## src/rtl/ffg_pkg.sv

```systemverilog
package ffg_pkg;
    localparam int LINE_W  = 12;
    localparam int WORD_W  = 10;
    localparam int CFG_W   = 32;
    localparam int SET_LSB = 16;

    typedef enum logic [2:0] {
        IDLE,
        PRE_ONES,
        PRE_ZERO_A,
        PRE_ZERO_B,
        STATUS_WORD
    } seq_state_t;

    function automatic logic [WORD_W-1:0] status_word(input logic f, input logic v, input logic h);
        status_word = {1'b1, f, v, h, v ^ h, f ^ h, f ^ v, f ^ v ^ h, 2'b00};
    endfunction
endpackage

```

## src/rtl/ffg_regs.sv

```systemverilog
module ffg_regs
    import ffg_pkg::*;
#(
    parameter int LW = LINE_W
) (
    input  logic             clk,
    input  logic             rst_n,
    input  logic             wr_en,
    input  logic [CFG_W-1:0] wr_data,
    output logic [CFG_W-1:0] rd_data,
    output logic [LW-1:0]    set_line,
    output logic [LW-1:0]    clr_line
);
    localparam int SET_MSB = SET_LSB + LW - 1;
    localparam int PAD_HI  = CFG_W - SET_LSB - LW;
    localparam int PAD_LO  = SET_LSB - LW;

    always_ff @(posedge clk or negedge rst_n) begin
        if (!rst_n) begin
            set_line <= '0;
            clr_line <= '0;
        end else if (wr_en) begin
            set_line <= wr_data[SET_MSB:SET_LSB];
            clr_line <= wr_data[LW-1:0];
        end
    end

    always_comb begin
        rd_data = {{PAD_HI{1'b0}}, set_line, {PAD_LO{1'b0}}, clr_line};
    end


    reserved_zero_chk: assert property (@(posedge clk) disable iff (!rst_n)
        wr_en |=> (rd_data[CFG_W-1:SET_MSB+1] == '0) && (rd_data[SET_LSB-1:LW] == '0));
endmodule

```

## src/rtl/ffg_flag.sv

```systemverilog
module ffg_flag
    import ffg_pkg::*;
#(
    parameter int LW = LINE_W
) (
    input  logic          clk,
    input  logic          rst_n,
    input  logic          raw_mode,
    input  logic          sol,
    input  logic [LW-1:0] line_cnt,
    input  logic [LW-1:0] set_line,
    input  logic [LW-1:0] clr_line,
    output logic          f_q
);
    logic upd;
    logic f_next;

    always_comb begin
        upd    = sol && !raw_mode;
        f_next = f_q;
        if (line_cnt == clr_line)      f_next = 1'b0;
        else if (line_cnt == set_line) f_next = 1'b1;
    end

    always_ff @(posedge clk or negedge rst_n) begin
        if (!rst_n)   f_q <= 1'b0;
        else if (upd) f_q <= f_next;
    end


    f_only_at_sol_chk: assert property (@(posedge clk) disable iff (!rst_n)
        !$stable(f_q) |-> ($past(sol) && !$past(raw_mode)));


    clear_wins_chk: assert property (@(posedge clk) disable iff (!rst_n)
        (sol && !raw_mode && line_cnt == clr_line) |=> !f_q);


    raw_freeze_chk: assert property (@(posedge clk) disable iff (!rst_n)
        raw_mode |=> $stable(f_q));
endmodule

```

## src/rtl/ffg_seq.sv

```systemverilog
module ffg_seq
    import ffg_pkg::*;
(
    input  logic              clk,
    input  logic              rst_n,
    input  logic              raw_mode,
    input  logic              sol,
    input  logic              sav_req,
    input  logic              v_flag,
    input  logic              f_cur,
    output logic [WORD_W-1:0] code_word,
    output logic              code_valid
);
    seq_state_t state, state_nx;
    logic       h_q, v_q;
    logic       start;

    always_comb begin
        start = (sol || sav_req) && !raw_mode;
    end

    always_comb begin
        state_nx = state;
        unique case (state)
            IDLE:        if (start) state_nx = PRE_ONES;
            PRE_ONES:    state_nx = PRE_ZERO_A;
            PRE_ZERO_A:  state_nx = PRE_ZERO_B;
            PRE_ZERO_B:  state_nx = STATUS_WORD;
            STATUS_WORD: state_nx = IDLE;
            default:     state_nx = IDLE;
        endcase
    end

    always_ff @(posedge clk or negedge rst_n) begin
        if (!rst_n) begin
            state <= IDLE;
            h_q   <= 1'b0;
            v_q   <= 1'b0;
        end else begin
            state <= state_nx;
            if (state == IDLE && start) begin
                h_q <= sol;
                v_q <= v_flag;
            end
        end
    end

    always_comb begin
        code_word  = '0;
        code_valid = 1'b1;
        unique case (state)
            IDLE:        code_valid = 1'b0;
            PRE_ONES:    code_word  = '1;
            PRE_ZERO_A:  code_word  = '0;
            PRE_ZERO_B:  code_word  = '0;
            STATUS_WORD: code_word  = status_word(f_cur, v_q, h_q);
            default:     code_valid = 1'b0;
        endcase
    end


    preamble_order_chk: assert property (@(posedge clk) disable iff (!rst_n)
        (code_valid && code_word == '1) |=> (code_valid && code_word == '0));


    no_restart_chk: assert property (@(posedge clk) disable iff (!rst_n)
        (code_valid && code_word == '1) |=> ##1 (code_valid && code_word == '0));
endmodule

```

## src/rtl/field_flag_gen.sv

```systemverilog
module field_flag_gen
    import ffg_pkg::*;
(
    input  logic              clk,
    input  logic              rst_n,
    input  logic              raw_mode,
    input  logic              cfg_wr_en,
    input  logic [CFG_W-1:0]  cfg_wr_data,
    output logic [CFG_W-1:0]  cfg_rd_data,
    input  logic [LINE_W-1:0] line_cnt,
    input  logic              sol,
    input  logic              sav_req,
    input  logic              v_flag,
    output logic              field_f,
    output logic [WORD_W-1:0] code_word,
    output logic              code_valid
);
    logic [LINE_W-1:0] set_line, clr_line;
    logic              f_q;

    ffg_regs #(.LW(LINE_W)) u_regs (
        .clk      (clk),
        .rst_n    (rst_n),
        .wr_en    (cfg_wr_en),
        .wr_data  (cfg_wr_data),
        .rd_data  (cfg_rd_data),
        .set_line (set_line),
        .clr_line (clr_line)
    );

    ffg_flag #(.LW(LINE_W)) u_flag (
        .clk      (clk),
        .rst_n    (rst_n),
        .raw_mode (raw_mode),
        .sol      (sol),
        .line_cnt (line_cnt),
        .set_line (set_line),
        .clr_line (clr_line),
        .f_q      (f_q)
    );

    ffg_seq u_seq (
        .clk        (clk),
        .rst_n      (rst_n),
        .raw_mode   (raw_mode),
        .sol        (sol),
        .sav_req    (sav_req),
        .v_flag     (v_flag),
        .f_cur      (f_q),
        .code_word  (code_word),
        .code_valid (code_valid)
    );

    always_comb begin
        field_f = f_q && !raw_mode;
    end


    status_f_match_chk: assert property (@(posedge clk) disable iff (!rst_n)
        (code_valid && code_word[WORD_W-1] && code_word[1:0] == 2'b00 && !raw_mode)
            |-> (code_word[WORD_W-2] == field_f));
endmodule

```

## config.mk

```make
export PLATFORM = sky130hd
export DESIGN_NAME = field_flag_gen
export DESIGN_NICKNAME = d
export VERILOG_FILES = /design/src/rtl/ffg_pkg.sv /design/src/rtl/ffg_regs.sv /design/src/rtl/ffg_flag.sv /design/src/rtl/ffg_seq.sv /design/src/rtl/field_flag_gen.sv
export SDC_FILE = /design/constraint.sdc
export NUM_CORES = 1
export LEC_CHECK = 0
export BUFFER_PORTS_ARGS = -buffer_cell sky130_fd_sc_hd__buf_4
export CAP_MARGIN = 20
export CORE_MARGIN = 4
export CORE_UTILIZATION = 49
export CTS_CLUSTER_SIZE = 30
export DETAILED_ROUTE_END_ITERATION = 16
export HOLD_SLACK_MARGIN = 0.1
export MAX_ROUTING_LAYER = met4
export PLACE_DENSITY = 0.85
export SYNTH_ARGS = -nofsm -noshare
export SYNTH_HDL_FRONTEND = slang
export SYNTH_HIERARCHICAL = 1
export SYNTH_SLANG_ARGS = --single-unit
```

## constraint.sdc

```tcl
create_clock -name clk -period 2.2 [get_ports clk]
set_input_delay 0.66 -clock clk [delete_from_list [all_inputs] [get_ports clk]]
set_output_delay 0.66 -clock clk [all_outputs]
set_load 0.02 [all_outputs]
```

Word-level counts from Yosys, hierarchy flattened. Index checks and enable logic that the tools add are counted.

Memories: 0. Latch bits: 0. Memory bits (read-only): 0. Register bits after elaboration: 30. RAM bits: 0. Output and inout port bits: 44.

Equal/unequal tests: 7. Add/sub/neg operators: 0. Magnitude comparators: 0. Bitwise operators: 4. Divide/modulo/power cells: 0. Multiply operators: 0. Shift-type cells: 0. Multiplexer cells: 6. Reductions and logical operators: 10.

Operator list (count): $eq 12x12->1 (2); $pmux 10 s2 (1); $pmux 3 s4 (1); $eq 3x2->1 const B (2); $logic_and 1x1->1 (4); $reduce_or 4->1 (1); $xor 1x1->1 (4); $eq 3x1->1 const B (1); $eq 3x3->1 const B (1); $logic_not 3->1 (1); $mux 1 (3); $mux 3 (1); $ne 2x1->1 const B (1); $reduce_and 2->1 (1); $reduce_bool 2->1 (1); $logic_not 1->1 (1); $logic_or 1x1->1 (1).

Logic depth before layout (Yosys ltp). Gate-level depths: netlist (run 1).

Depth after elaboration: 4. Depth in mapped cells: 5. Mapped depth without buffers: 4.

By module. Netlist (run 1), hierarchy kept.

By module, submodules not included: ffg_regs (area an instance 1241.2 µm², instances 1, cells each 84, seq. area each 600.6 µm²); ffg_seq (area an instance 350.3 µm², instances 1, cells each 39, seq. area each 125.1 µm²); ffg_flag (area an instance 302.8 µm², instances 1, cells each 35, seq. area each 25.0 µm²); field_flag_gen (area an instance 13.8 µm², instances 1, cells each 1, seq. area each 0.0 µm²).

Worst setup path before layout (run 1). Ideal clock, no wire load.

Kind: reg2out. Start point: register u_seq.state[2]. End point: output code_word[4]. Arrival: 1.408 ns. Cell stages (with the launch flop): 4. Slack: 0.132 ns. Cells stage by stage: dfrtp_1 -> nand2b_1 -> nor2_1 -> o21a_1.

Word-level cells in the longest chain between the ends: 2. Elaborated cells between the ends (all ways): 3. Those cells by class: eq/ne (2); mux (1).

Ends and longest elaborated chain: start, declared (line ffg_seq.sv:14) `seq_state_t state, state_nx;`; start signal, assigned (line ffg_seq.sv:40) `state <= state_nx;`; $eq 3x3->1 / $eq 3x1->1 (equally long branches) (line ffg_seq.sv:51) `unique case (state)`; $pmux 10 s2 (*) (line ffg_seq.sv:51); end, declared (line field_flag_gen.sv:15) `output logic [WORD_W-1:0] code_word,`.

Mark *: on every way between the ends. The rest lies on a longest branch, timed or not.

Final worst setup path (run 1).
Start point: register u_seq.h_q. End point: output code_word[2].

Word-level cells in the longest chain between the ends: 2.

Ends and longest elaborated chain: start, declared (line ffg_seq.sv:15) `logic h_q, v_q;`; start signal, assigned (line ffg_seq.sv:42) `h_q <= sol;`; $xor 1x1->1 (line ffg_pkg.sv:16) `status_word = {1'b1, f, v, h, v ^ h, f ^ h, f ^ v, f ^ v ^ h, 2'b00};`; $pmux 10 s2 (line ffg_seq.sv:51).

No other way between the ends.

==> reports/summary.txt, run 1 <==
RSZ-0062 raised after global routing - true
DR iter-0 viols - 16
XOR/XNOR Fraction of Synth Area - 13.3%
First-pass GRT wire length - 6220 um
Post-detailed-route count of antenna-violating nets - 0
FILL cells - 308
Mean Syn Cell Area - 12.0 um^2
Worst Setup End Kind - primary output
Worst skew pair latency - 0.27 ns
GRT Util Overall - 16.3%
Adder-cell area share of the yosys netlist - 0%
Final slew viol count - 0
Layout cells sized above 1 - 57.2%
Worst vdd ir - 0.382 mV
Dominant cell by count in the synthesized netlist - buf_4
Synth top area share - 39.3%
IO Pins - 95
Crit path max fanout - 3
Pre-Repair DR Iteration Count - 4
Port bufs - 78
Area grow syn2layout - 28.5%
Final Cell Area - 2450 um^2
Die footprint - 4960 um^2
Violated checks - negative setup slack
Largest family of logic cells by synthesized area - multiplexers
Reg clk slew, reported paths - 0.06 ns
Grt met2 use - 26.0%
CTS tree - built
Via-to-Cell Ratio - 4.73
CTS buffer count - 5
Synth top area cells - dfrtp_1, mux2_4, buf_4
Layout net count - 272
CTS Buffer Depth - 2
Root Driver - clkbuf_8
Final setup violating endpoints - 1
R2r startpoint - u_seq/state[0]
Number of flops mapped to enable cells by yosys - 0
Met3 usage in global routing - 4.75%
Fmax - 454 MHz
Routability congestion estimate - 0.841
Setup Skew - 0.00695 ns
Leakage - 1.18 nW
H-tree depth - 2
Reg-to-Reg End - u_seq/h_q
Synth unique cells - 33
DRC viols - 0
DR WL/cell - 14.2 um
Status - complete, but fails checks
Synth Area in Simple Gates - 8.33%
Dpl cell area - 2280 um^2
FFs w/ async S/R, synth - 100%
Met1 Resource Use GR - 19.8%
Final HPWL DP - 2970 um
Largest net degree at the start of global routing - 31
Ys Warns - 6
Initial Util - 51.3%
CTS sink count - 30
Synth Cell Area - 1910 um^2
Vias in the first global route - 1353
Chip Height - 70.4 um
Number of core rows - 22
Synth area leader - dfrtp_1
Setup TNS - -0.00442 ns
Post-synthesis sequential area ratio - 39.3%
Total congestion overflow - 0
Setup crit start kind - flop
Most used routing layer - met2
Yosys reg bits - 30
Power Dens Cells - 932 nW/um^2
Routed via count - 1276
CP Class - reg2out
Mux cell area share after synthesis - 19.3%
Ant diodes - 0
Total core area - 3720 um^2
Fin crit share - 100%
FF/Latch Area - 753 um^2
Final wirelength - 3820 um
Worst slack at placement - 0.233 ns
Req. time, crit path - 1.54 ns
Synth cell count leaders - buf_4, dfrtp_1, xnor2_1, mux2_4, xor2_1
Hold WC Path Type - in2async
Area of the multi-input gates - 901 um^2
Max cap viols - 0
Reg2reg path depth - 3
Post-Syn Instances - 159
Die width - 70.4 um
Setup WS post-layout - -0.00442 ns
R2R setup slack - 0.90 ns
Initial antenna violation count - 0
Endpoints failing hold - 0
Post-synth top flop - dfrtp_1
WP data arrival - 1.54 ns
Post-synthesis compound-gate area fraction - 3.41%
Crit path time final - 2.20 ns
-- cells in the final DEF (no fill, tap or decap), types with 4 or more instances in the layout --
| cell type | Yosys | final |
|---|---|---|
| xor2_1 | 6 | 6 |
| mux2_2 | 5 | 5 |
| nand4_1 | 4 | 4 |
| xnor2_1 | 23 | 22 |
| clkbuf_8 | 0 | 6 |
| buf_4 | 33 | 84 |
| dfrtp_1 | 30 | 28 |
| mux2_4 | 20 | 20 |
| conb_1 | 1 | 8 |
| nor2_1 | 5 | 4 |
-- sequential cells by signal, summed over array words and instances (netlist names) --
name             flops
u_regs/clr_line     12
u_regs/set_line     12
u_seq/h_q            1
u_flag/f_q           1
u_seq/v_q            1
u_seq/state          3
-- layer usage --
layer  vias up  wire length [um]
met5         -                 0
met4         0                35
met3         2               308
met2        58              1850
met1       600              1630
li1        616                 -
-- logic make-up (layout without fill, tap and decap cells) --
logic type	count (synthesis)	in the layout
xor+xnor	29	29
flops	30	30
compound gates	9	9
other cells	1	8
simple gates	26	26
buf+inv	38	94
mux	26	26
-- report_power, final --
group	switching, W	leakage, nW	internal (W)	total, W
Clock	0.000186	0.0482	0.000252	0.000438
Combinational	0.000525	0.781	0.000569	0.00109
Sequential	0.000107	0.354	0.000646	0.000753
Total	0.000818	1.18	0.00147	0.00228
-- worst max-delay path: stages (launching register included) --
cell and delay, ns:
dfrtp_1 0.41, xnor2_2 0.16, and4_1 0.18, or3_4 0.38, buf_6 0.14
-- worst max-delay path by stage --
stage | cells after the start | to | from
6_report | 4 | code_word[2] | u_seq/h_q
5_1_grt | 4 | code_word[2] | u_seq/h_q
4_1_cts | 4 | code_word[2] | u_seq/h_q
3_5_place_dp | 4 | code_word[2] | u_seq/state[2]
3_3_place_gp | 4 | code_word[2] | u_seq/state[2]
2_1_floorplan | 3 | code_word[4] | u_seq/state[2]
-- stage by stage --
stage	total power, W	cells	hold WS [ns]	util (%)
after floorplan	0.00143	166	0.364	-
after global placement	0.00169	255	0.522	61.2
after detailed placement	0.00171	255	0.530	61.2
after global routing	0.00243	270	0.331	66.0
final	0.00228	270	0.306	66.0
after CTS	0.00227	268	0.317	65.4
-- layout make-up --
type	instances	area share [%]
multi-input combinational	98	36.8
clock buffer	7	3.52
timing repair buffer	85	26.2
tap	48	2.45
sequential	30	30.7
inverter	1	0.153
clock inverter	1	0.204
-- what timing repair did --
item	in CTS	in global routing
endpoints found under the hold margin	0	0
resized for setup	7	2
setup buffers	5	2
pin swaps	3	0
gates cloned	0	0
hold buffers	0	0
setup endpoints to repair	4	6
No activity file was read; power rests on OpenSTA's default activity.
==> run 2: changes to the inputs <==
Settings changed: PLACE_DENSITY 0.85 to 0.94.
==> run 2 against run 1 <==
The run still ends with negative setup slack left. Sequential cell count stayed put. Non-clock buffer count is 2 lower. Critical path depth stayed put. Clock power is 9.1% lower. Hold slack hardly changed. Global-route usage is 1.3 points higher. Total power is 0.68% lower. Largest cell class unchanged. Maximum frequency is 0.77% lower. Register-to-register slack worse by 0.10 ns. Clock-buffer cell count stayed put. Final area is 0.66% lower.
==> reports/summary.txt, run 2 (synthesized netlist as in run 1, its figures left out) <==
Status - complete, but fails checks
Violated checks - negative setup slack
Initial antenna violation count - 0 (unchanged)
Initial Util - 51.3% (unchanged)
Power Dens Cells - 932 nW/um^2 (about the same)
Root Driver - clkbuf_8
Crit path max fanout - 4 (+1)
Die width - 70.4 um (unchanged)
Dpl cell area - 2280 um^2 (unchanged)
Port bufs - 78 (unchanged)
DR iter-0 viols - 72 (+56)
Chip Height - 70.4 um (unchanged)
Fin crit share - 101% (+0.78 points)
RSZ-0062 raised after global routing - true
H-tree depth - 2 (unchanged)
Area grow syn2layout - 27.6%
DRC viols - 0 (unchanged)
Final HPWL DP - 3260 um (+9.7%)
Crit path time final - 2.22 ns (+0.0171 ns)
CTS tree - built
CTS sink count - 30 (unchanged)
Most common cell after layout, fill and taps aside - buf_4
CTS buffer count - 5 (unchanged)
Non-Filler Instances - 267 (-1.1%)
Pre-Repair DR Iteration Count - 4 (unchanged)
Worst skew pair latency - 0.27 ns (about the same)
Die footprint - 4960 um^2 (unchanged)
WP data arrival - 1.56 ns (+0.02 ns)
Final Util - 65.5% (-0.44 points)
Final Cell Area - 2430 um^2 (-0.66%)
DR WL/cell - 15.8 um (+12%)
Via-to-Cell Ratio - 4.91 (+4.0%)
Fmax - 450 MHz (-0.77%)
DP Cell Count - 255 (unchanged)
Total core area - 3720 um^2 (unchanged)
Final slew viol count - 0 (unchanged)
Post-detailed-route count of antenna-violating nets - 0 (unchanged)
Final setup violating endpoints - 1 (unchanged)
Reg clk slew, reported paths - 0.06 ns (about the same)
Endpoints failing hold - 0 (unchanged)
Commonest cells after routing, fill and taps aside - buf_4, dfrtp_1, xnor2_1
Worst Setup End Kind - primary output
Worst vdd ir - 0.483 mV (+26%)
Hold-fix buffers, CTS - 0 (unchanged)
IO Pins - 95 (unchanged)
Largest net degree at the start of global routing - 31 (unchanged)
Setup Skew - 0.00101 ns (-0.00594 ns)
Setup crit start kind - flop
Routability congestion estimate - 0.820 (-2.6%)
CTS Buffer Depth - 2 (unchanged)
Routed via count - 1312 (+2.8%)
GRT Util Overall - 17.6% (+1.3 points)
Total congestion overflow - 0 (unchanged)
Req. time, crit path - 1.54 ns (about the same)
Final wirelength - 4220 um (+10%)
Leakage - 1.16 nW (-1.7%)
Hold WC Path Type - in2async
Top Registers - u_regs/clr_line x12, u_regs/set_line x12, u_seq/state x3
First-pass GRT wire length - 6620 um (+6.5%)
Ant diodes - 0 (unchanged)
Layout net count - 270 (-0.74%)
Layout cells sized above 1 - 56.6% (-0.59 points)
Number of core rows - 22 (unchanged)
Vias in the first global route - 1361 (+0.59%)
Setup WS post-layout - -0.0215 ns (-0.0171 ns)
CP Class - reg2out
Max cap viols - 0 (unchanged)
run 2: changes by cell type in the layout (fill, tap and decap cells not counted), sizes merged:
| cell | before | now |
|---|---|---|
| buf | 85 | 83 |
| clkinv | 1 | 0 |
run 2: repair_timing:
| item | in CTS | in global routing |
|---|---|---|
| setup endpoints to repair | 5 | 8 |
| setup buffers | 0 | 5 |
| resized for setup | 1 | 11 |
| cloned | 0 | 0 |
| pin swaps | 0 | 2 |
run 2: final timing paths:
path,start,end,slack (ns),depth (start not counted)
hold reg to reg,u_seq/state[0],u_seq/state[0],0.54,1
setup / recovery,u_seq/v_q,code_word[2],-0.02,4
min in group clk,u_seq/state[0],u_seq/state[0],0.54,1
hold / removal,rst_n,u_regs/clr_line[7],0.31,1
max in group asynchronous,rst_n,u_seq/state[0],1.60,1
setup reg to reg,u_seq/state[1],u_seq/h_q,0.80,4
run 2: metrics by stage:
step	total power [W]	setup TNS, ns	worst slack [ns]	hold WS [ns]
after floorplan	0.00143	0	0.132	0.364
after global placement	0.00169	0	0.261	0.523
after detailed placement	0.00172	0	0.203	0.529
after CTS	0.00213	-0.209	-0.0673	0.315
after global routing	0.00240	-0.118	-0.0930	0.329
final	0.00227	-0.0215	-0.0215	0.306
run 2: area by class of cell:
cell class | instances | area [um^2]
Fill cell | 319 | 1280
Multi-Input combinational cell | 98 | 913
Sequential cell | 30 | 754
Timing Repair Buffer | 83 | 627
Clock buffer | 7 | 76.3
Tap cell | 48 | 60.1
Inverter | 1 | 3.75
run 2: layer usage:
metal | track usage [%] | vias up | share of wire, %
met5 | - | - | 0
met4 | 6.60 | 0 | 1.3
met3 | 3.74 | 6 | 6.4
met2 | 29.2 | 56 | 53
met1 | 20.8 | 632 | 39
li1 | - | 618 | -
run 2: worst max-delay path, cell delays in order, from the launching register on:
cell     delay [ns]
dfrtp_1        0.43
xnor2_2        0.17
and4_1         0.18
or3_4          0.37
buf_6          0.14
run 2: power by group:
part | leakage [nW] | internal, W | total (W) | switching, W
Combinational | 0.772 | 0.000562 | 0.00111 | 0.000549
Sequential | 0.352 | 0.000647 | 0.000761 | 0.000113
Clock | 0.0383 | 0.000217 | 0.000398 | 0.000181
Total | 1.16 | 0.00143 | 0.00227 | 0.000843
==> run 3: changes to the inputs <==
Settings changed: CORE_ASPECT_RATIO set to 1.75.
==> run 3 against run 2 <==
Sequential cell count unchanged. The run now ends clean. First-iteration DRC count is 76% lower. Utilization increased by 0.23 points. Die area grew 0.80%. Clock skew grew 0.0025 ns. Non-clock buffer count is the same.
==> reports/summary.txt, run 3 (synthesized netlist as in run 1, its figures left out) <==
Total core area - 3700 um^2 (-0.40%)
Crit path time final - 2.20 ns (-0.0222 ns)
Crit path launch - u_seq/h_q
Final HPWL DP - 3180 um (-2.4%)
Worst Setup End Kind - primary output
Commonest cells after routing, fill and taps aside - buf_4, dfrtp_1, xnor2_1
Leakage - 1.18 nW (+1.1%)
Final slew viol count - 0 (unchanged)
Final wirelength - 3980 um (-5.6%)
DR WL/cell - 15.0 um (-5.2%)
RSZ-0062 raised after global routing - true
Worst vdd ir - 0.692 mV (+43%)
Port bufs - 78 (unchanged)
Layout net count - 270 (unchanged)
Setup crit start kind - flop
R2r startpoint - u_seq/state[1]
Cells along the critical path - xnor2_2 > and4_1 > or3_1 > buf_6
CTS tree - built
FILL cells - 319 (unchanged)
Most common cell after layout, fill and taps aside - buf_4
Chip Height - 90.6 um (+29%)
Req. time, crit path - 1.54 ns (about the same)
Final Util - 65.8% (+0.23 points)
IO Pins - 95 (unchanged)
Most used routing layer - met2
Ant diodes - 0 (unchanged)
Routed via count - 1282 (-2.3%)
CP max stage delay - 0.40 ns (-0.03 ns)
Total congestion overflow - 0 (unchanged)
Endpoints failing hold - 0 (unchanged)
CTS buffer count - 5 (unchanged)
DP Cell Count - 253 (-0.78%)
Vias in the first global route - 1349 (-0.88%)
Post-detailed-route count of antenna-violating nets - 0 (unchanged)
Initial Util - 51.6% (+0.21 points)
CP Class - reg2out
H-tree depth - 2 (unchanged)
Layout cells sized above 1 - 56.4% (-0.26 points)
Worst skew pair latency - 0.28 ns (about the same)
Final setup violating endpoints - 0 (-1)
Slowest stage cell, crit path - dfrtp_1
Crit path max fanout - 3 (-1)
Power Dens Cells - 933 nW/um^2 (about the same)
Fin crit share - 100% (-1.0 points)
Final Cell Area - 2430 um^2 (about the same)
Die footprint - 5000 um^2 (+0.80%)
CTS sink count - 30 (unchanged)
Root Driver - clkbuf_8
CTS Buffer Depth - 2 (unchanged)
Top Registers - u_regs/clr_line x12, u_regs/set_line x12, u_seq/state x3
Via-to-Cell Ratio - 4.82 (-1.9%)
Number of core rows - 29 (+32%)
Largest net degree at the start of global routing - 31 (unchanged)
Area grow syn2layout - 27.5% (about the same)
DR iter-0 viols - 17 (-76%)
DRC viols - 0 (unchanged)
Dpl cell area - 2270 um^2 (-0.11%)
Pre-Repair DR Iteration Count - 4 (unchanged)
Reg clk slew, reported paths - 0.06 ns (about the same)
Met1 Resource Use GR - 17.9% (-2.9 points)
Routability congestion estimate - 0.681 (-17%)
Status - finished clean
Setup Skew - 0.00354 ns (+0.00253 ns)
Max cap viols - 0 (unchanged)
Hold WC Path Type - in2async
Met3 usage in global routing - 3.64% (-0.10 points)
WP data arrival - 1.54 ns (-0.02 ns)
Fmax - 455 MHz (+1.0%)
GRT Util Overall - 17.9% (+0.36 points)
Initial antenna violation count - 0 (unchanged)
Die width - 55.2 um (-22%)
Grt met2 use - 31.3% (+2.1 points)
First-pass GRT wire length - 6190 um (-6.5%)
Non-Filler Instances - 266 (-0.37%)
## run 3: per-stage QoR
step / setup slack [ns] / hold WS (ns) / TNS, ns / power, W
global placement: 0.263 / 0.523 / 0 / 0.00168
finish: 0.000664 / 0.296 / 0 / 0.00227
CTS: 0.00152 / 0.299 / 0 / 0.00225
detailed placement: 0.201 / 0.527 / 0 / 0.00172
floorplan: 0.132 / 0.364 / 0 / 0.00143
global route: -0.0510 / 0.318 / -0.102 / 0.00242
## run 3: path summary, 6_finish.rpt
check	slack, ns	depth (start not counted)	to
worst max register to register	0.82	4	u_seq/h_q
worst min-delay path	0.30	1	u_regs/set_line[5]
max in group asynchronous	1.61	1	u_seq/state[0]
worst max-delay path	0.0007	4	code_word[2]
min in group clk	0.56	1	u_regs/set_line[11]
worst min register to register	0.56	1	u_regs/set_line[11]
## run 3: layout make-up
type / instances / area, um^2 / share of cell area [%]
sequential: 30 / 753 / 31.0
inverter: 1 / 3.75 / 0.154
timing repair buffer: 83 / 627 / 25.8
tap: 46 / 57.6 / 2.37
clock buffer: 7 / 86.3 / 3.55
clock inverter: 1 / 5.00 / 0.206
multi-input combinational: 98 / 901 / 37.0
## run 3: worst max-delay path, delay by kind of cell (launching register included)
family | cells | cell delay [ns]
simple gates | 2 | 0.55
flops | 1 | 0.40
xor+xnor | 1 | 0.16
buf+inv | 1 | 0.14
## run 3: layer usage
metal | vias up | routed length, um
met5 | - | 0
met1 | 593 | 1310
li1 | 619 | -
met3 | 9 | 285
met4 | 0 | 95
met2 | 61 | 2290
## run 3: repair_timing
| item | 4_1_cts | 5_1_grt |
|---|---|---|
| pin swaps | 0 | 4 |
| hold buffers | 0 | 0 |
| buffers inserted | 3 | 2 |
| resized for setup | 7 | 1 |
| endpoints found under the setup margin | 5 | 5 |
## run 3: power by group
part	switching [W]	internal, W
Combinational	0.000526	0.000550
Clock	0.000189	0.000251
Sequential	0.000107	0.000646
Total	0.000822	0.00145
